<file path="src/rtl/bsl_pkg.sv">
package bsl_pkg;

  localparam int HDR_BYTES = 10;
  localparam int FLAG_ZERO = 0;
  localparam int FLAG_INIT = 1;
  localparam int FLAG_LAST = 15;

  typedef enum logic [3:0] {
    S_IDLE, S_HDR, S_PARSE, S_ZERO, S_COPY, S_WRITE, S_FINISH, S_JUMP, S_DONE
  } loadState_t;

  typedef struct packed {
    logic restart;   // reload source pointer to the start address
    logic hdrTake;   // accept header bytes from the source
    logic loadBlk;   // latch header fields into the block registers
    logic payTake;   // accept payload bytes into the word assembler
    logic zeroStep;  // one zero word accepted
    logic wordStep;  // one assembled word accepted
    logic zeroSel;   // drive zeros on the write data
  } dpCtrl_t;

endpackage

</file>
<file path="src/rtl/bsl_datapath.sv">
module bsl_datapath
  import bsl_pkg::*;
#(
  parameter int ADDR_W     = 32,
  parameter int SRC_BYTES  = 1,
  parameter logic [ADDR_W-1:0] START_ADDR = '0
) (
  input  logic                   clk,
  input  logic                   rstN,
  input  dpCtrl_t                ctl,
  input  logic [8*SRC_BYTES-1:0] srcData,
  output logic [ADDR_W-1:0]      srcPtr,
  output logic [ADDR_W-1:0]      dstPtr,
  output logic [31:0]            wrData,
  output logic [ADDR_W-1:0]      blkAddr,
  output logic                   hdrLast,
  output logic                   hdrCntZero,
  output logic                   hdrZeroFlag,
  output logic                   initFlag,
  output logic                   lastFlag,
  output logic                   payLast,
  output logic                   laneFullNext,
  output logic                   zeroLast
);

  localparam int HDR_W = 8 * HDR_BYTES;

  logic [HDR_W-1:0] hdrReg;
  logic [3:0]       hdrCnt;
  logic [31:0]      remain;
  logic [31:0]      word;
  logic [2:0]       lane;
  logic [2:0]       take;
  logic             zeroFlagR;

  wire [31:0] hdrAddrF  = hdrReg[31:0];
  wire [31:0] hdrCountF = hdrReg[63:32];
  wire [15:0] hdrFlagsF = hdrReg[79:64];

  assign take         = (remain < 32'(SRC_BYTES)) ? remain[2:0] : 3'(SRC_BYTES);
  assign hdrLast      = (int'(hdrCnt) + SRC_BYTES) >= HDR_BYTES;
  assign hdrCntZero   = (hdrCountF == '0);
  assign hdrZeroFlag  = hdrFlagsF[FLAG_ZERO];
  assign payLast      = remain <= 32'(SRC_BYTES);
  assign laneFullNext = (4'(lane) + 4'(take)) >= 4'd4;
  assign zeroLast     = remain <= 32'd4;
  assign wrData       = ctl.zeroSel ? 32'd0 : word;

  always_ff @(posedge clk or negedge rstN) begin
    if (!rstN) begin
      hdrReg    <= '0;
      hdrCnt    <= '0;
      srcPtr    <= START_ADDR;
      dstPtr    <= '0;
      remain    <= '0;
      word      <= '0;
      lane      <= '0;
      blkAddr   <= '0;
      zeroFlagR <= 1'b0;
      initFlag  <= 1'b0;
      lastFlag  <= 1'b0;
    end else begin
      if (ctl.restart) begin
        srcPtr <= START_ADDR;
        hdrCnt <= '0;
      end
      if (ctl.hdrTake) begin
        for (int k = 0; k < SRC_BYTES; k++) begin
          if (int'(hdrCnt) + k < HDR_BYTES)
            hdrReg[(int'(hdrCnt) + k)*8 +: 8] <= srcData[k*8 +: 8];
        end
        hdrCnt <= hdrCnt + 4'(SRC_BYTES);
        srcPtr <= srcPtr + ADDR_W'(SRC_BYTES);
      end
      if (ctl.loadBlk) begin
        dstPtr    <= ADDR_W'(hdrAddrF);
        blkAddr   <= ADDR_W'(hdrAddrF);
        remain    <= hdrCountF;
        zeroFlagR <= hdrFlagsF[FLAG_ZERO];
        initFlag  <= hdrFlagsF[FLAG_INIT];
        lastFlag  <= hdrFlagsF[FLAG_LAST];
        hdrCnt    <= '0;
        word      <= '0;
        lane      <= '0;
      end
      if (ctl.payTake) begin
        for (int k = 0; k < SRC_BYTES; k++) begin
          if (32'(k) < remain)
            word[(int'(lane) + k)*8 +: 8] <= srcData[k*8 +: 8];
        end
        remain <= remain - 32'(take);
        lane   <= lane + take;
        srcPtr <= srcPtr + ADDR_W'(SRC_BYTES);
      end
      if (ctl.zeroStep) begin
        dstPtr <= dstPtr + ADDR_W'(4);
        remain <= zeroLast ? 32'd0 : remain - 32'd4;
      end
      if (ctl.wordStep) begin
        dstPtr <= dstPtr + ADDR_W'(4);
        word   <= '0;
        lane   <= '0;
      end
    end
  end

  // Zero-fill flag is kept for the checks below only.
  AST_SRC_STEP: assert property (@(posedge clk) disable iff (!rstN)
    (ctl.hdrTake || ctl.payTake) |=> srcPtr == $past(srcPtr) + ADDR_W'(SRC_BYTES));
  AST_ZERO_NO_FETCH: assert property (@(posedge clk) disable iff (!rstN)
    (ctl.zeroStep && zeroFlagR) |-> !ctl.payTake);
  AST_DST_STEP: assert property (@(posedge clk) disable iff (!rstN)
    (ctl.zeroStep || ctl.wordStep) |=> dstPtr == $past(dstPtr) + ADDR_W'(4));

endmodule

</file>
<file path="src/rtl/bsl_control.sv">
module bsl_control
  import bsl_pkg::*;
(
  input  logic    clk,
  input  logic    rstN,
  input  logic    start,
  input  logic    resume,
  input  logic    srcValid,
  input  logic    dstReady,
  input  logic    hdrLast,
  input  logic    hdrCntZero,
  input  logic    hdrZeroFlag,
  input  logic    initFlag,
  input  logic    lastFlag,
  input  logic    payLast,
  input  logic    laneFullNext,
  input  logic    zeroLast,
  output dpCtrl_t ctl,
  output logic    srcRd,
  output logic    dstWr,
  output logic    busy,
  output logic    done,
  output logic    jumpValid
);

  loadState_t state, nextState;

  always_comb begin
    nextState = state;
    ctl       = '0;
    unique case (state)
      S_IDLE, S_DONE: begin
        if (start) begin
          ctl.restart = 1'b1;
          nextState   = S_HDR;
        end
      end
      S_HDR: begin
        if (srcValid) begin
          ctl.hdrTake = 1'b1;
          if (hdrLast) nextState = S_PARSE;
        end
      end
      S_PARSE: begin
        ctl.loadBlk = 1'b1;
        if (hdrCntZero)       nextState = S_FINISH;
        else if (hdrZeroFlag) nextState = S_ZERO;
        else                  nextState = S_COPY;
      end
      S_ZERO: begin
        ctl.zeroSel = 1'b1;
        if (dstReady) begin
          ctl.zeroStep = 1'b1;
          if (zeroLast) nextState = S_FINISH;
        end
      end
      S_COPY: begin
        if (srcValid) begin
          ctl.payTake = 1'b1;
          if (laneFullNext || payLast) nextState = S_WRITE;
        end
      end
      S_WRITE: begin
        if (dstReady) begin
          ctl.wordStep = 1'b1;
          nextState    = payLast_q ? S_FINISH : S_COPY;
        end
      end
      S_FINISH: begin
        if (initFlag)      nextState = S_JUMP;
        else if (lastFlag) nextState = S_DONE;
        else               nextState = S_HDR;
      end
      S_JUMP: begin
        if (resume) nextState = lastFlag ? S_DONE : S_HDR;
      end
      default: nextState = S_IDLE;
    endcase
  end

  // Remembers that the word being written holds the block's last bytes.
  logic payLast_q;
  always_ff @(posedge clk or negedge rstN) begin
    if (!rstN) payLast_q <= 1'b0;
    else if (ctl.payTake) payLast_q <= payLast;
  end

  always_ff @(posedge clk or negedge rstN) begin
    if (!rstN) state <= S_IDLE;
    else       state <= nextState;
  end

  assign srcRd     = (state == S_HDR) || (state == S_COPY);
  assign dstWr     = (state == S_ZERO) || (state == S_WRITE);
  assign busy      = !(state inside {S_IDLE, S_DONE, S_JUMP});
  assign done      = (state == S_DONE);
  assign jumpValid = (state == S_JUMP);

  AST_START_LEAVES_IDLE: assert property (@(posedge clk) disable iff (!rstN)
    (state == S_IDLE && start) |=> srcRd);
  AST_PARSE_ONCE: assert property (@(posedge clk) disable iff (!rstN)
    (state == S_PARSE) |=> state != S_PARSE);

endmodule

</file>
<file path="src/rtl/boot_block_loader.sv">
module boot_block_loader
  import bsl_pkg::*;
#(
  parameter int ADDR_W     = 32,
  parameter int SRC_BYTES  = 1,
  parameter logic [ADDR_W-1:0] START_ADDR = '0
) (
  input  logic                   clk,
  input  logic                   rstN,
  input  logic                   start,
  input  logic                   resume,
  output logic                   srcRd,
  output logic [ADDR_W-1:0]      srcAddr,
  input  logic [8*SRC_BYTES-1:0] srcData,
  input  logic                   srcValid,
  output logic                   dstWr,
  output logic [ADDR_W-1:0]      dstAddr,
  output logic [31:0]            dstData,
  input  logic                   dstReady,
  output logic                   busy,
  output logic                   done,
  output logic                   jumpValid,
  output logic [ADDR_W-1:0]      jumpAddr
);

  dpCtrl_t ctl;
  logic hdrLast, hdrCntZero, hdrZeroFlag, initFlag, lastFlag;
  logic payLast, laneFullNext, zeroLast;

  bsl_datapath #(
    .ADDR_W(ADDR_W), .SRC_BYTES(SRC_BYTES), .START_ADDR(START_ADDR)
  ) u_dp (
    .clk(clk), .rstN(rstN), .ctl(ctl), .srcData(srcData),
    .srcPtr(srcAddr), .dstPtr(dstAddr), .wrData(dstData), .blkAddr(jumpAddr),
    .hdrLast(hdrLast), .hdrCntZero(hdrCntZero), .hdrZeroFlag(hdrZeroFlag),
    .initFlag(initFlag), .lastFlag(lastFlag), .payLast(payLast),
    .laneFullNext(laneFullNext), .zeroLast(zeroLast)
  );

  bsl_control u_ctl (
    .clk(clk), .rstN(rstN), .start(start), .resume(resume),
    .srcValid(srcValid), .dstReady(dstReady),
    .hdrLast(hdrLast), .hdrCntZero(hdrCntZero), .hdrZeroFlag(hdrZeroFlag),
    .initFlag(initFlag), .lastFlag(lastFlag), .payLast(payLast),
    .laneFullNext(laneFullNext), .zeroLast(zeroLast),
    .ctl(ctl), .srcRd(srcRd), .dstWr(dstWr),
    .busy(busy), .done(done), .jumpValid(jumpValid)
  );

  AST_SRC_HOLD: assert property (@(posedge clk) disable iff (!rstN)
    (srcRd && !srcValid) |=> srcRd && $stable(srcAddr));
  AST_DST_HOLD: assert property (@(posedge clk) disable iff (!rstN)
    (dstWr && !dstReady) |=> dstWr && $stable(dstAddr) && $stable(dstData));
  AST_ONE_STATUS: assert property (@(posedge clk) disable iff (!rstN)
    $onehot0({busy, done, jumpValid}));
  AST_JUMP_QUIET: assert property (@(posedge clk) disable iff (!rstN)
    jumpValid |-> !srcRd && !dstWr);
  AST_JUMP_HOLD: assert property (@(posedge clk) disable iff (!rstN)
    (jumpValid && !resume) |=> jumpValid && $stable(jumpAddr));
  AST_RESUME_EXIT: assert property (@(posedge clk) disable iff (!rstN)
    (jumpValid && resume) |=> !jumpValid);
  AST_DONE_HOLD: assert property (@(posedge clk) disable iff (!rstN)
    (done && !start) |=> done);

endmodule

</file>
<file path="config.mk">
export PLATFORM = sky130hd
export DESIGN_NAME = boot_block_loader
export DESIGN_NICKNAME = d
export VERILOG_FILES = /design/src/rtl/bsl_pkg.sv /design/src/rtl/bsl_datapath.sv /design/src/rtl/bsl_control.sv /design/src/rtl/boot_block_loader.sv
export SDC_FILE = /design/constraint.sdc
export NUM_CORES = 1
export LEC_CHECK = 0
export BUFFER_PORTS_ARGS = -buffer_cell sky130_fd_sc_hd__buf_2
export CAP_MARGIN = 20
export CORE_MARGIN = 2
export CORE_UTILIZATION = 59
export DETAILED_ROUTE_END_ITERATION = 8
export GPL_TIMING_DRIVEN = 0
export PLACE_DENSITY = 0.83
export REMOVE_ABC_BUFFERS = 1
export SKIP_LAST_GASP = 1
export SLEW_MARGIN = 10
export SYNTH_ARGS = -nofsm -noshare
export SYNTH_HDL_FRONTEND = slang
export SYNTH_SLANG_ARGS = --single-unit
</file>
<file path="constraint.sdc">
create_clock -name clk -period 4.55 [get_ports clk]
set_input_delay 0.2275 -clock clk [delete_from_list [all_inputs] [get_ports clk]]
set_output_delay 0.2275 -clock clk [all_outputs]
set_load 0.005 [all_outputs]
</file>
==> run summary, run 1 <==
=========================================================================
Reg area                                                        6030 um^2
# IOs                                                                 147
Average footprint of a synthesized cell                         9.41 um^2
Worst slack on hold paths                                       0.0761 ns
Number of global-route vias before repair                           10700
Pwr/cell area                                                 614 nW/um^2
Tcrit/Tclk final                                                    96.0%
Clock transition at path regs                                     0.07 ns
I/O Buffers                                                           146
Worst-case vdd ir drop                                             368 uV
Standard cell area after detailed placement                    13700 um^2
Floorplan die height                                               151 um
Maximum clock skew at final layout                              0.0149 ns
Most area-hungry cell type in the Yosys netlist              sky130_fd_sc_hd__dfrtp_1
Kind of capture point of the worst setup path                        flop
Core ar.                                                       21200 um^2
Max-cap violation count                                                 0
Sequence of cells on the critical path                       or4_4, or4_1, nor3_4, inv_2, ha_1, fa_1, nand3_1, o21ai_0, o311a_1, nor4_4, mux2_2
Register bit total from synthesis                                     241
Slowest stage delay, CP                                           0.76 ns
Final wirelength                                                 35400 um
Remaining routing DRC violations                                        0
Synthesis warning total                                                 0
Synth area leaders                                           sky130_fd_sc_hd__dfrtp_1 47%, sky130_fd_sc_hd__nand2_1 6.5%, sky130_fd_sc_hd__mux2_2 4.3%, sky130_fd_sc_hd__o21ai_0 3.9%, sky130_fd_sc_hd__nand3_1 2.1%
Area of the die                                                22900 um^2
Sinks on Clock Net                                                    241
Worst-Margin Slew                                                 1.03 ns
Placed wire-length estimate after detailed placement             23500 um
Peak clock frequency supported by timing                          229 MHz
Distinct cells, synth                                                  80
Fraction of registers with async set/reset                           100%
CTS tree                                                              yes
Clk root buf                                                 sky130_fd_sc_hd__clkbuf_16
Highest-count cells in the layout ignoring fill and taps     241 x sky130_fd_sc_hd__dfrtp_1, 221 x sky130_fd_sc_hd__nand2_1, 146 x sky130_fd_sc_hd__buf_2
Top flip-flop cell by instance count after synthesis         sky130_fd_sc_hd__dfrtp_1
Final Cell Area                                                14600 um^2
Starting density of the core                                        60.6%
Iteration-0 DRC count of the detailed router                         1022
CP startpoint kind                                                   flop
Class of the most critical hold timing path                  primary input to flop
Count of nets after finishing                                        1496
Total via count in the routed design                                11300
H-tree Lvls                                                             1
Die boundary width                                                 151 um
Number of nets still failing antenna checks after routing               0
Fill cell count                                                      1548
Area growth syn-to-layout                                           14.0%
Clock period minus worst slack                                    4.37 ns
Unrepaired setup endpoints after global routing                     false
Share of cells above drive strength 1                               19.2%
Final Wtd Congestion                                                0.924
Final Max Tran Viols                                                    0
Multi-input combinational cell area                             6340 um^2
Average via count per standard cell                                  6.45
CP max-delay cell                                            sky130_fd_sc_hd__or4_1
Wire length of the first global-routing pass                     55600 um
Hold wc startpoint                                                  start
Worst-Skew Late Latency                                           0.53 ns
Buffer levels on the longest clock path                                 3
Hold-fix buffer count after cts                                         1
Outcome                                                      complete, no violations
Number of instances resized during post-cts repair                      0
Average wire per cell in the routed design                        20.1 um
Synthesized instance count                                           1363
Critical path data required time                                  4.95 ns
Clock buffer count from CTS                                            26
Class of the most critical setup path                        flop to flop
Remaining max-slew budget at the tightest pin                       31.2%
Count of buffers added by post-CTS timing repair for setup              0
Leading cell type in the layout, fill and taps excluded      sky130_fd_sc_hd__dfrtp_1
Count of standard-cell rows                                            53
Critical-path maximum fanout                                            7
Largest net degree at the start of global routing                     112
Startpoint of the most critical register-to-register path    u_dp.remain[23]
Post-synth EDFFs                                                        0
GRT Util Overall                                                    30.3%
Crit path from                                               u_dp.remain[23]
Finish-stage setup viols                                                0
Arrival time worst endpoint                                       4.77 ns
Hold violation count in the final report                                0
TritonRoute pass-1 iters                                                5
Area share of the largest cell type after synthesis                 47.0%
Initial antenna violation count                                         1
Total congestion overflow after global routing                          0
Sum of negative setup slack                                          0 ns
Area of the mapped netlist                                     12800 um^2
Post-synthesis sequential area ratio                                47.0%
Leakage power total                                               6.96 nW
=========================================================================
[path summary, 6_finish.rpt]
path	end	slack, ns	depth (start not counted)
max in group asynchronous	u_dp.remain[13]	3.02	4
worst max-delay path	u_ctl.state[1]	0.18	11
worst min-delay path	u_dp.srcPtr[5]	0.08	3
worst max register to register	u_ctl.state[1]	0.18	11
min in group asynchronous	u_dp.srcPtr[17]	0.20	2
worst min register to register	u_dp.blkAddr[15]	0.47	2
[critical path: cells and delay by family, from the launching register on]
kind            cells  cell delay, ns
flops               1            0.48
buf+inv             1            0.09
fa+ha+maj           2            0.66
mux                 1            0.39
compound gates      2            0.38
simple gates        5            2.25
[cell type report]
| cell class | count | area share [%] |
|---|---|---|
| multi-input combinational | 1003 | 43.4 |
| tap | 275 | 2.35 |
| clock buffer | 40 | 5.37 |
| timing repair buffer | 163 | 6.44 |
| clock inverter | 7 | 0.454 |
| sequential | 241 | 41.2 |
| inverter | 29 | 0.745 |
| antenna | 1 | 0.0171 |
[report_power, final]
part | internal (W) | total, W | switching (W)
sequential | 0.00257 | 0.00314 | 0.000574
combinational | 0.00140 | 0.00374 | 0.00234
clock | 0.00124 | 0.00210 | 0.000862
total | 0.00520 | 0.00898 | 0.00378
[metal layers]
layer | global-route usage (%) | vias to the layer above | routed length [um]
met3 | 6.27 | 90 | 3060
met5 | 0 | - | 0
met1 | 40.7 | 5518 | 14500
met2 | 49.3 | 565 | 16700
li1 | - | 5174 | -
met4 | 10.2 | 0 | 1080
[state kept, by name, indices dropped and copies added, names as in the netlist]
name,cells
u_dp.hdrReg,67
u_dp.blkAddr,32
u_dp.dstPtr,32
u_dp.remain,32
u_dp.srcPtr,32
u_dp.word,32
u_ctl.state,4
u_dp.hdrCnt,4
u_dp.lane,3
u_ctl.payLast_q,1
u_dp.initFlag,1
u_dp.lastFlag,1
[through the flow]
| stage | util, % | worst slack [ns] | total power, W | std cells |
|---|---|---|---|---|
| floorplan | - | -0.569 | 0.00549 | 1273 |
| global placement | 63.9 | -3.93 | 0.00652 | 1694 |
| detailed placement | 64.9 | 0.278 | 0.00674 | 1707 |
| CTS | 69.0 | 0.231 | 0.00888 | 1755 |
| global route | 69.1 | 0.109 | 0.00951 | 1758 |
| finish | 69.1 | 0.184 | 0.00898 | 1759 |
[cells by family after synthesis]
| group | Yosys count | synth area share, % |
|---|---|---|
| buffers and inverters | 120 | 3.83 |
| multiplexers | 72 | 6.10 |
| AND/OR/NAND/NOR | 569 | 22.1 |
| flip-flops | 241 | 47.0 |
| AO/OA/AOI/OAI | 307 | 16.7 |
| XOR/XNOR | 35 | 2.39 |
| adder cells (fa/ha/maj) | 18 | 1.81 |
| other | 1 | 0.0292 |
[synth_stat cells (all sizes together) (8+ instances only)]
master  instances
dfrtp         241
nand2         222
o21ai         103
clkbuf         74
nor2           69
nand3          55
mux2           49
a21oi          44
nor2b          41
nor4           32
inv            29
nor3           29
nand4          28
a32o           25
o31ai          25
and3           24
mux2i          23
xor2           20
buf            17
ha             17
or4            16
xnor2          15
o211ai         14
and2           12
a222oi          8
nand2b          8
Power figures use the tool's default switching activity.
==> run 2, diff against run 1 <==
--- a/config.mk
+++ b/config.mk
@@ -5,13 +5,14 @@
 export SDC_FILE = /design/constraint.sdc
 export NUM_CORES = 1
 export LEC_CHECK = 0
+export ABC_AREA = 1
 export BUFFER_PORTS_ARGS = -buffer_cell sky130_fd_sc_hd__buf_2
 export CAP_MARGIN = 20
 export CORE_MARGIN = 2
-export CORE_UTILIZATION = 59
+export CORE_UTILIZATION = 60
 export DETAILED_ROUTE_END_ITERATION = 8
 export GPL_TIMING_DRIVEN = 0
-export PLACE_DENSITY = 0.83
+export PLACE_DENSITY = 0.84
 export REMOVE_ABC_BUFFERS = 1
 export SKIP_LAST_GASP = 1
 export SLEW_MARGIN = 10
==> run 2 against run 1 <==
Core utilization up 1.8 points. Clock skew down 0.0061 ns. Register-to-register slack improved by 0.42 ns. Area after synthesis rose by 9.5%. Hold slack worse by 0.067 ns. Combinational power fell by 13%. Largest cell class unchanged. Total power is 3.0% lower. Clock power grew 12%. Sequential share of layout area fell by 3.9 points. Synthesized cell count rose by 42%. Fmax increased by 11%.
==> run summary, run 2 <==
=========================================================================
Largest net degree at the start of global routing                     103   -8.0%
Remaining routing DRC violations                                        0   unchanged
Remaining max-slew budget at the tightest pin                       34.8%   +3.6 points
Unrepaired setup endpoints after global routing                     false
Register bit total from synthesis                                     241   unchanged
Combinational share of power                                        37.4%   -4.2 points
Worst-Skew Late Latency                                           0.56 ns   +0.03 ns
Hold violation count in the final report                                0   unchanged
Fraction of registers with async set/reset                           100%   unchanged
Core ar.                                                       22800 um^2   +7.7%
# IOs                                                                 147   unchanged
Count leader, synth                                          sky130_fd_sc_hd__nand2_1
Worst setup timing slack at the placement stage                  0.228 ns   -0.0494 ns
Largest register FFs                                                   67   unchanged
Total congestion overflow after global routing                          0   unchanged
Highest-count cells in the layout ignoring fill and taps     472 x sky130_fd_sc_hd__nand2_1, 261 x sky130_fd_sc_hd__nor2_1, 256 x sky130_fd_sc_hd__inv_1
Sequence of cells on the critical path                       nor2_1, inv_1, nor2_4, nand2_1, inv_1, nand2_1, inv_2, a31oi_1, a22oi_1
Multi-input combinational cell area                             6800 um^2   +7.2%
Register with the most flip-flops                             u_dp.hdrReg
Most frequent cells after synthesis                          472 x sky130_fd_sc_hd__nand2_1, 265 x sky130_fd_sc_hd__nor2_1, 256 x sky130_fd_sc_hd__inv_1, 241 x sky130_fd_sc_hd__dfrtp_1, 125 x sky130_fd_sc_hd__o21ai_0
Starting density of the core                                        61.7%   +1.0 points
Fill cell count                                                      1835   +19%
Sinks on Clock Net                                                    241   unchanged
GRT Util Overall                                                    32.5%   +2.2 points
Maximum clock skew at final layout                             0.00883 ns   -0.00608 ns
TritonRoute pass-1 iters                                                7   +2
Area growth syn-to-layout                                           15.0%
Post-synth EDFFs                                                        0   unchanged
Class of the most critical setup path                        flop to flop
Class of the most critical hold timing path                  primary input to flop
Average wire per cell in the routed design                        16.6 um   -18%
Tcrit/Tclk final                                                    86.8%   -9.2 points
CP startpoint kind                                                   flop
Leakage power total                                               7.85 nW   +13%
Die boundary width                                                 157 um   +3.7%
Wire length of the first global-routing pass                     65000 um   +17%
Buffers plus inverters on the worst setup path                          3   +2
Area of the die                                                24600 um^2   +7.5%
I/O Buffers                                                           146   unchanged
Cell-internal power                                             0.00503 W   -3.4%
Slowest stage delay, CP                                           0.66 ns   -0.10 ns
Final wirelength                                                 39800 um   +13%
Relative contribution of sequential cells to total power            35.5%   +0.5 points
Synthesis warning total                                                 0   unchanged
Proportion of power drawn by the clock network                      27.1%   +3.7 points
Synth area leaders                                           sky130_fd_sc_hd__dfrtp_1 43%, sky130_fd_sc_hd__nand2_1 13%, sky130_fd_sc_hd__nor2_1 7.1%, sky130_fd_sc_hd__inv_1 6.8%, sky130_fd_sc_hd__o21ai_0 4.5%
Buffer levels on the longest clock path                                 3   unchanged
Leading cell type in the layout, fill and taps excluded      sky130_fd_sc_hd__nand2_1
Synthesized instance count                                           1941   +42%
Count of standard-cell rows                                            55   +3.8%
Final Wtd Congestion                                                0.944   +2.2%
Clock transition at path regs                                     0.06 ns   about the same
Arrival time worst endpoint                                       4.41 ns   -0.36 ns
Post-synthesis sequential area ratio                                42.9%   -4.1 points
H-tree Lvls                                                             1   unchanged
Share of cells above drive strength 1                               12.4%   -6.8 points
CP max-delay cell                                            sky130_fd_sc_hd__inv_1
Finish-stage setup viols                                                0   unchanged
Standard cell area after detailed placement                    15100 um^2   +10%
Pwr/cell area                                                 539 nW/um^2   -12%
Switch share                                                        42.3%   +0.25 points
Peak clock frequency supported by timing                          253 MHz   +11%
Reg area                                                        6030 um^2   unchanged
Top flip-flop cell by instance count after synthesis         sky130_fd_sc_hd__dfrtp_1
Design Power                                                    0.00871 W   -3.0%
Worst Slack Setup Final                                          0.602 ns   +0.418 ns
Outcome                                                      complete, no violations
Clk root buf                                                 sky130_fd_sc_hd__clkbuf_16
Initial antenna violation count                                         0   -1
Number of nets still failing antenna checks after routing               0   unchanged
Area of the mapped netlist                                     14000 um^2   +9.5%
Iteration-0 DRC count of the detailed router                         1263   +24%
Placed wire-length estimate after detailed placement             28700 um   +22%
Critical-path maximum fanout                                           35   +28
Clock buffer count from CTS                                            27   +3.8%
Average via count per standard cell                                  5.82   -9.8%
Average footprint of a synthesized cell                         7.24 um^2   -23%
Count of nets after finishing                                        2101   +40%
Net switching power figure                                      0.00369 W   -2.4%
Most area-hungry cell type in the Yosys netlist              sky130_fd_sc_hd__dfrtp_1
Sum of negative setup slack                                          0 ns   unchanged
Clock period minus worst slack                                    3.95 ns   -0.418 ns
Distinct cells, synth                                                  53   -34%
Final Max Tran Viols                                                    0   unchanged
Worst-Margin Slew                                                0.977 ns   -0.0555 ns
Number of global-route vias before repair                           13300   +24%
Cell family with the largest share of critical-path delay    simple AND/OR/NAND/NOR gates
Critical path data required time                                  5.02 ns   +0.07 ns
Max-cap violation count                                                 0   unchanged
Total via count in the routed design                                14000   +23%
Worst-case vdd ir drop                                             477 uV   +30%
Kind of capture point of the worst setup path                        flop
Final Cell Area                                                16200 um^2   +11%
Number of antenna cells inserted                                        0   -1
CTS tree                                                              yes
Floorplan die height                                               157 um   +3.7%
Count of buffers added by post-CTS timing repair for setup              0   unchanged
Area share of the largest cell type after synthesis                 42.9%   -4.1 points
=========================================================================
run 2: cell count changes in the layout (fill, tap and decap cells not counted), sizes merged, moves of 38 or more:
cell / delta
a21oi: +38
nand2: +254
nor2b: -41
inv: +236
nor2: +219
mux2: -48
o21ai: +52
run 2: repair_timing:
| item | in CTS | in global routing |
|---|---|---|
| hold buffers | 5 | 0 |
| gates resized for setup | 0 | 0 |
| endpoints found under the hold margin | 51 | 0 |
run 2: power groups by stage:
stage          Clock [W]  Sequential, W  Combinational [W]
6_report         0.00236        0.00310            0.00326
4_1_cts          0.00237        0.00307            0.00319
3_5_place_dp           0        0.00310            0.00316
3_3_place_gp           0        0.00309            0.00300
2_1_floorplan          0        0.00298            0.00217
5_1_grt          0.00247        0.00315            0.00364
run 2: area by class of cell:
class / instances / share of cell area, %
multi-input cells: 1374 / 42.1
clock buffers: 37 / 5.03
well taps: 313 / 2.42
flip-flops and latches: 241 / 37.3
repair buffers: 159 / 5.96
inverters: 266 / 6.19
clock inverters: 13 / 0.976
run 2: kinds of logic (layout without fill, tap and decap cells):
logic type / count (synthesis) / after routing / synth area share, %
compound gates: 350 / 350 / 14.5
xor+xnor: 45 / 45 / 2.94
fa+ha+maj: 18 / 18 / 1.66
buf+inv: 327 / 475 / 8.88
flops: 241 / 241 / 42.9
mux: 2 / 2 / 0.151
other cells: 1 / 2 / 0.0267
simple gates: 957 / 957 / 28.9
run 2: metal layers:
| layer | wire, um | share of wire [%] | track usage, % |
|---|---|---|---|
| met1 | 16600 | 42 | 44.5 |
| met5 | 0 | 0 | 0 |
| met3 | 3470 | 8.7 | 5.73 |
| met2 | 18600 | 47 | 52.4 |
| met4 | 1160 | 2.9 | 11.4 |
run 2: worst min-delay path: cells and delay by family:
kind	cells	cell delay [ns]
buffers and inverters	1	0.13
and+or+nand+nor	1	0.08
AOI/OAI and AO/OA	1	0.08
run 2: worst paths after layout:
kind                             startpoint          endpoint  slack (ns)  depth (start not counted)
setup / recovery             u_ctl.state[3]   u_dp.remain[25]        0.60                          9
min in group asynchronous              rstN   u_dp.dstPtr[31]        0.16                          2
max in group asynchronous              rstN   u_dp.srcPtr[11]        3.55                          3
setup reg to reg             u_ctl.state[3]   u_dp.remain[25]        0.60                          9
hold reg to reg            u_dp.blkAddr[23]  u_dp.blkAddr[23]        0.47                          2
hold / removal                   srcData[1]     u_dp.word[17]       0.009                          3
run 2: stage by stage:
stage	cells	hold slack (ns)	util, %
2_1_floorplan	1881	-0.0681	-
3_3_place_gp	2340	0.449	65.5
3_5_place_dp	2347	0.141	66.3
4_1_cts	2402	0.00181	70.8
5_1_grt	2403	0.00740	70.9
6_report	2403	0.00911	70.9
